## config.mk

```make
export PLATFORM = sky130hd
export DESIGN_NAME = field_access_unit
export DESIGN_NICKNAME = d
export VERILOG_FILES = /design/src/rtl/fa_pkg.sv /design/src/rtl/fa_field_mask.sv /design/src/rtl/fa_field_alu.sv /design/src/rtl/fa_seq.sv /design/src/rtl/field_access_unit.sv
export SDC_FILE = /design/constraint.sdc
export NUM_CORES = 1
export LEC_CHECK = 0
export BUFFER_PORTS_ARGS = -buffer_cell sky130_fd_sc_hd__buf_2
export CAP_MARGIN = 20
export CELL_PAD_IN_SITES_DETAIL_PLACEMENT = 2
export CELL_PAD_IN_SITES_GLOBAL_PLACEMENT = 2
export CORE_UTILIZATION = 33
export DETAILED_ROUTE_END_ITERATION = 16
export GPL_TIMING_DRIVEN = 0
export PLACE_DENSITY_LB_ADDON = 0.1
export SLEW_MARGIN = 30
export SYNTH_ARGS = -nofsm -noshare
export SYNTH_HDL_FRONTEND = slang
export SYNTH_SLANG_ARGS = --single-unit
```

## constraint.sdc

```tcl
create_clock -name clk_i -period 3.8 [get_ports clk_i]
set_input_delay 0.19 -clock clk_i [delete_from_list [all_inputs] [get_ports clk_i]]
set_output_delay 0.19 -clock clk_i [all_outputs]
set_load 0.05 [all_outputs]
```

## src/rtl/fa_pkg.sv

```systemverilog
package fa_pkg;
  typedef enum logic [2:0] {
    ST_IDLE,
    ST_SETUP,
    ST_RD_BUS,
    ST_FIT,
    ST_WR_BUS,
    ST_HOLD,
    ST_FINISH
  } fa_state_e;

  // cycles from acceptance to done for an unstalled read
  localparam int unsigned FA_RD_CYCLES = 4;
  // cycles from acceptance to done for a rejected field
  localparam int unsigned FA_NOP_CYCLES = 2;
endpackage

```

## src/rtl/fa_field_mask.sv

```systemverilog
module fa_field_mask #(
  parameter int unsigned DW = 32,
  parameter int unsigned RW = 16,
  localparam int unsigned XW = $clog2(DW)
) (
  input  logic [XW-1:0] hi_i,
  input  logic [XW-1:0] lo_i,
  input  logic          write_i,
  output logic [DW-1:0] mask_o,
  output logic          valid_o
);
  logic [XW:0] width;

  for (genvar b = 0; b < DW; b++) begin : g_bit
    assign mask_o[b] = (XW'(b) >= lo_i) && (XW'(b) <= hi_i);
  end

  assign width   = {1'b0, hi_i} - {1'b0, lo_i} + (XW+1)'(1);
  assign valid_o = (hi_i >= lo_i) && (write_i || (width <= (XW+1)'(RW)));
endmodule

```

## src/rtl/fa_field_alu.sv

```systemverilog
module fa_field_alu #(
  parameter int unsigned DW = 32,
  parameter int unsigned RW = 16,
  parameter int unsigned MW = 8,
  localparam int unsigned XW = $clog2(DW)
) (
  input  logic [DW-1:0] word_i,
  input  logic [DW-1:0] mask_i,
  input  logic [XW-1:0] lo_i,
  input  logic [MW-1:0] imm_i,
  output logic [RW-1:0] field_o,
  output logic [DW-1:0] merged_o
);
  // extract: isolate then align to bit 0
  assign field_o  = RW'((word_i & mask_i) >> lo_i);
  // merge: keep outside bits, drop immediate bits past the field
  assign merged_o = (word_i & ~mask_i) | ((DW'(imm_i) << lo_i) & mask_i);
endmodule

```

## src/rtl/fa_seq.sv

```systemverilog
module fa_seq import fa_pkg::*; #(
  parameter int unsigned WR_CYCLES = 8,
  localparam int unsigned HOLD_LEN = WR_CYCLES - 5,
  localparam int unsigned HW = (HOLD_LEN > 1) ? $clog2(HOLD_LEN) : 1
) (
  input  logic      clk_i,
  input  logic      rst_ni,
  input  logic      start_i,
  input  logic      write_i,
  input  logic      valid_i,
  input  logic      gnt_i,
  output fa_state_e state_o,
  output logic      accept_o
);
  fa_state_e state_q, state_d;
  logic [HW-1:0] hold_q;

  always_comb begin
    state_d = state_q;
    unique case (state_q)
      ST_IDLE:   if (start_i) state_d = ST_SETUP;
      ST_SETUP:  state_d = valid_i ? ST_RD_BUS : ST_FINISH;
      ST_RD_BUS: if (gnt_i) state_d = ST_FIT;
      ST_FIT:    state_d = write_i ? ST_WR_BUS : ST_FINISH;
      ST_WR_BUS: if (gnt_i) state_d = ST_HOLD;
      ST_HOLD:   if (hold_q == '0) state_d = ST_FINISH;
      ST_FINISH: state_d = ST_IDLE;
      default:   state_d = ST_IDLE;
    endcase
  end

  always_ff @(posedge clk_i or negedge rst_ni) begin
    if (!rst_ni) begin
      state_q <= ST_IDLE;
      hold_q  <= '0;
    end else begin
      state_q <= state_d;
      if (state_q == ST_WR_BUS && gnt_i) hold_q <= HW'(HOLD_LEN - 1);
      else if (state_q == ST_HOLD && hold_q != '0) hold_q <= hold_q - HW'(1);
    end
  end

  assign state_o  = state_q;
  assign accept_o = (state_q == ST_IDLE) && start_i;
endmodule

```

## src/rtl/field_access_unit.sv

```systemverilog
module field_access_unit import fa_pkg::*; #(
  parameter int unsigned DW = 32,
  parameter int unsigned AW = 8,
  parameter int unsigned RW = 16,
  parameter int unsigned MW = 8,
  parameter int unsigned WR_CYCLES = 8,
  localparam int unsigned XW = $clog2(DW)
) (
  input  logic          clk_i,
  input  logic          rst_ni,
  input  logic          start_i,
  input  logic          write_i,
  input  logic [AW-1:0] addr_i,
  input  logic [XW-1:0] hi_i,
  input  logic [XW-1:0] lo_i,
  input  logic [MW-1:0] imm_i,
  output logic          bus_req_o,
  output logic          bus_we_o,
  output logic [AW-1:0] bus_addr_o,
  output logic [DW-1:0] bus_wdata_o,
  input  logic [DW-1:0] bus_rdata_i,
  input  logic          bus_gnt_i,
  output logic          r0_we_o,
  output logic [RW-1:0] r0_data_o,
  output logic          done_o
);
  fa_state_e     state;
  logic          accept;
  logic          wr_q;
  logic [AW-1:0] addr_q;
  logic [XW-1:0] hi_q, lo_q;
  logic [MW-1:0] imm_q;
  logic [DW-1:0] word_q;
  logic [RW-1:0] r0_q;
  logic [DW-1:0] mask, merged;
  logic [RW-1:0] field;
  logic          valid;

  fa_field_mask #(.DW(DW), .RW(RW)) u_mask (
    .hi_i    (hi_q),
    .lo_i    (lo_q),
    .write_i (wr_q),
    .mask_o  (mask),
    .valid_o (valid)
  );

  fa_field_alu #(.DW(DW), .RW(RW), .MW(MW)) u_alu (
    .word_i   (word_q),
    .mask_i   (mask),
    .lo_i     (lo_q),
    .imm_i    (imm_q),
    .field_o  (field),
    .merged_o (merged)
  );

  fa_seq #(.WR_CYCLES(WR_CYCLES)) u_seq (
    .clk_i    (clk_i),
    .rst_ni   (rst_ni),
    .start_i  (start_i),
    .write_i  (wr_q),
    .valid_i  (valid),
    .gnt_i    (bus_gnt_i),
    .state_o  (state),
    .accept_o (accept)
  );

  always_ff @(posedge clk_i or negedge rst_ni) begin
    if (!rst_ni) begin
      wr_q   <= 1'b0;
      addr_q <= '0;
      hi_q   <= '0;
      lo_q   <= '0;
      imm_q  <= '0;
    end else if (accept) begin
      wr_q   <= write_i;
      addr_q <= addr_i;
      hi_q   <= hi_i;
      lo_q   <= lo_i;
      imm_q  <= imm_i;
    end
  end

  // one word register serves as read capture and merge result
  always_ff @(posedge clk_i or negedge rst_ni) begin
    if (!rst_ni) begin
      word_q <= '0;
      r0_q   <= '0;
    end else begin
      if (state == ST_RD_BUS && bus_gnt_i) word_q <= bus_rdata_i;
      if (state == ST_FIT) begin
        if (wr_q) word_q <= merged;
        else      r0_q   <= field;
      end
    end
  end

  assign bus_req_o   = (state == ST_RD_BUS) || (state == ST_WR_BUS);
  assign bus_we_o    = (state == ST_WR_BUS);
  assign bus_addr_o  = addr_q;
  assign bus_wdata_o = word_q;
  assign done_o      = (state == ST_FINISH);
  assign r0_we_o     = (state == ST_FINISH) && !wr_q && valid;
  assign r0_data_o   = r0_q;
endmodule

```

==> results.md <==
* Post-synthesis xor/xnor area fraction at 0.003735
* Simple-gate share of the synthesized area at 0.2339
* Port-buffer cells at roughly 120
* Antenna diodes at 0
* HP Class: in -> reg
* Vias per std cell at 6.605
* Tmin final at 3.662 ns
* Clock Tree Root: clkbuf_16
* Drt first-iter violations at 621
* Chip height at 148.0 um
* Commonest register cell after synthesis: dfrtp_1
* CTS tree: yes
* Layout cells sized above 1 at 0.2349
* Ys Warns at 0
* Num rows at 53
* Fin. Hold Viols at 0
* Later-pin clock latency in the skew report at 0.37 ns
* Worst Tran Pin Value at 1.077 ns
* Complex-gate fraction of the synthesized area at 0.2965
* Vias at 8593
* Count leader, synth: nand2_1
* Post-route total power at 10280 uW
* Routed WL at 41.74 mm
* Max_cap viols at 0
* Crit path cell chain: buf_2, clkinvlp_4, ha_1, ha_1, nand2b_1, a21oi_2, o21a_1, a211oi_2, o21ai_2, nor3b_4, buf_6
* # nets final at 1098
* Number of global-route vias before repair at 8985
* Die Wd at between 100 and 150 um
* Mapped cell area at approximately 7000 um2
* Clock buffer depth at 2
* Most used cell, CP: ha_1
* EDFF count, synth at 0
* Worst Skew at roughly 0.011 ns
* Cell variety after synth at 83
* Largest net degree at the start of global routing at 49
* Worst path max stage delay at 0.52 ns
* Hold_ws at 0.01520 ns
* Core Region at between 20000 and 25000 um2
* Final setup fails at 0
* Htree depth at 3
* Largest family of logic cells by synthesized area: compound AO/OA/AOI/OAI gates
* Clk slew on worst S/H paths at about 0.07 ns
* Area growth syn-to-layout at 19.67%
* Tcrit/Tclk final at 0.9637
* Inserted Clock Buffers at 9
* Critical Path RT at 3.61 ns
* GRT Overall Usage at 0.3851
* Crit path kind: reg -> out
* GRT overflow at 0
* RePlAce Congestion at 1.026
* Peak Freq at between 0.2 and 0.3 GHz
* Initial antenna violation count at 1
* Mapped Nets at between 900 and 1000
* CTS sink cnt at 80
* Pre-antenna DRT Iters at 5
* Largest area contributor in the netlist: dfrtp_1
* Fraction of the mapped netlist area in adder cells at 0.02703
* Seq/Total Area, Yosys at 0.2845
* Synthesized instance count at 889
* Max VDD drop at 462.8 uV
* WP data arrival at 3.47 ns
* Routed len/inst at 32.08 um
* Post-synthesis mux area share at 0.08608
* Syn Area/Cell at 7.914 um2
* Util after Layout at 0.4018
* Status: finished, final reports clean
* Yosys reg bits at 80
* Pwr/cell area at between 1000 and 1500 nW/um2
* Placed Instances at 1287
* Num ports at 123
* HPWL after detailed placement at around 33 mm
* Worst setup SP type: flip-flop
* First-pass GRT wire length at ~61 mm
* Routed Antenna Nets at 0
* CP Capture Type: output port
* Initial core utilization at 0.3357
* Synth top area cells: dfrtp_1, nand2_1, nor2_1
* Fin. max-slew vios at 0
* Max_slew headroom at 0.2780
* Leakage power at 0.003449 uW
* DRC Markers at 0
* Final Non-Filler Cells at 1301
* Worst path slowest cell: dfrtp_1
* Fraction of registers with async set or reset after synthesis at 1.000
* Share of the synthesized area in the top cell type at 0.2845
* Crit-path max FO at 10
* Die Area at 21910 um2
* Top post-synthesis cells by count: nand2_1, nor2_1, dfrtp_1
## cells by family after synthesis
family | Yosys count
fa+ha+maj | 14
xor+xnor | 3
compound gates | 295
mux | 50
buf+inv | 103
flops | 80
simple gates | 344
## path summary, 6_finish.rpt
kind                                     start                          to  slack, ns  cells after the start
worst min-delay path            bus_rdata_i[2]                   flip-flop       0.02                      3
max in group asynchronous               rst_ni  asynchronous set/reset pin       2.91                      3
min in group asynchronous               rst_ni                     lo_q[4]       0.28                      2
worst max register to register         lo_q[3]                r0_data_o[8]       0.34                      7
worst min register to register   bus_addr_o[4]               bus_addr_o[4]       0.51                      1
worst max-delay path                   lo_q[3]                     r0_we_o       0.14                     11
## report_power, final
| part | total, uW | internal (uW) | leakage (uW) | switching, uW |
|---|---|---|---|---|
| Clock | 911 | 458 | 0.000143 | 453 |
| Combinational | 7530 | 2100 | 0.00235 | 5440 |
| Sequential | 1840 | 1270 | 0.000954 | 571 |
## critical path: cells and delay by family, from the launching register on
family          cells  cell delay (ns)
compound gates      4             0.66
fa+ha+maj           2             0.75
buf+inv             3             0.86
flops               1             0.52
simple gates        2             0.33
## placed cells by master (no fill, tap or decap), drive strengths merged, types with 8 or more instances in the layout
cell / synthesis / layout
nor3: 35 / 35
a21oi: 51 / 51
mux2: 24 / 24
dfrtp: 80 / 80
a221oi: 9 / 9
o21ai: 48 / 48
a2111oi: 10 / 10
ha: 12 / 12
nand2b: 18 / 18
o22ai: 23 / 23
mux2i: 20 / 20
inv: 19 / 22
nand2: 111 / 111
clkbuf: 33 / 39
o31ai: 8 / 8
a31oi: 20 / 20
nor2: 84 / 84
a211oi: 22 / 22
nand3: 28 / 28
buf: 48 / 171
nand4: 9 / 9
and3: 8 / 8
## what timing repair did
item                       4_1_cts  5_1_grt
resized for setup               22       12
setup endpoints to repair        2        1
hold buffers                     1        0
pin swaps                        0        1
hold endpoints to repair        32        0
cloned                           0        0
setup buffers                    0        1
## per-layer routing
| layer | track usage | up-vias | share of wire |
|---|---|---|---|
| met5 | 0 | - | 0.0013 |
| met4 | 0.1923 | 2 | 0.051 |
| met1 | 0.5040 | 4357 | 0.43 |
| met2 | 0.6099 | 464 | 0.45 |
| li1 | - | 3629 | - |
| met3 | 0.06605 | 141 | 0.071 |
## per-stage QoR
stage | setup TNS (ns) | cell area (um2) | setup slack (ns)
2_1_floorplan | 0 | 7047 | 0.1234
3_3_place_gp | -1.717 | 8001 | -0.9957
3_5_place_dp | -2.006 | 8035 | -1.129
4_1_cts | 0 | 8388 | 0.01151
5_1_grt | -0.03697 | 8419 | -0.03697
6_report | 0 | 8419 | 0.1379
## layout make-up
class                   instances  area [um2]
fillers                      2467       12540
multi-input cells             706        4591
flip-flops and latches         80        2003
repair buffers                125       668.1
plain buffers                  77       429.2
well taps                     275       344.1
clock buffers                   9       225.2
inverters                      22       98.84
clock inverters                 7       60.06
(Power assumes the default switching activity.)
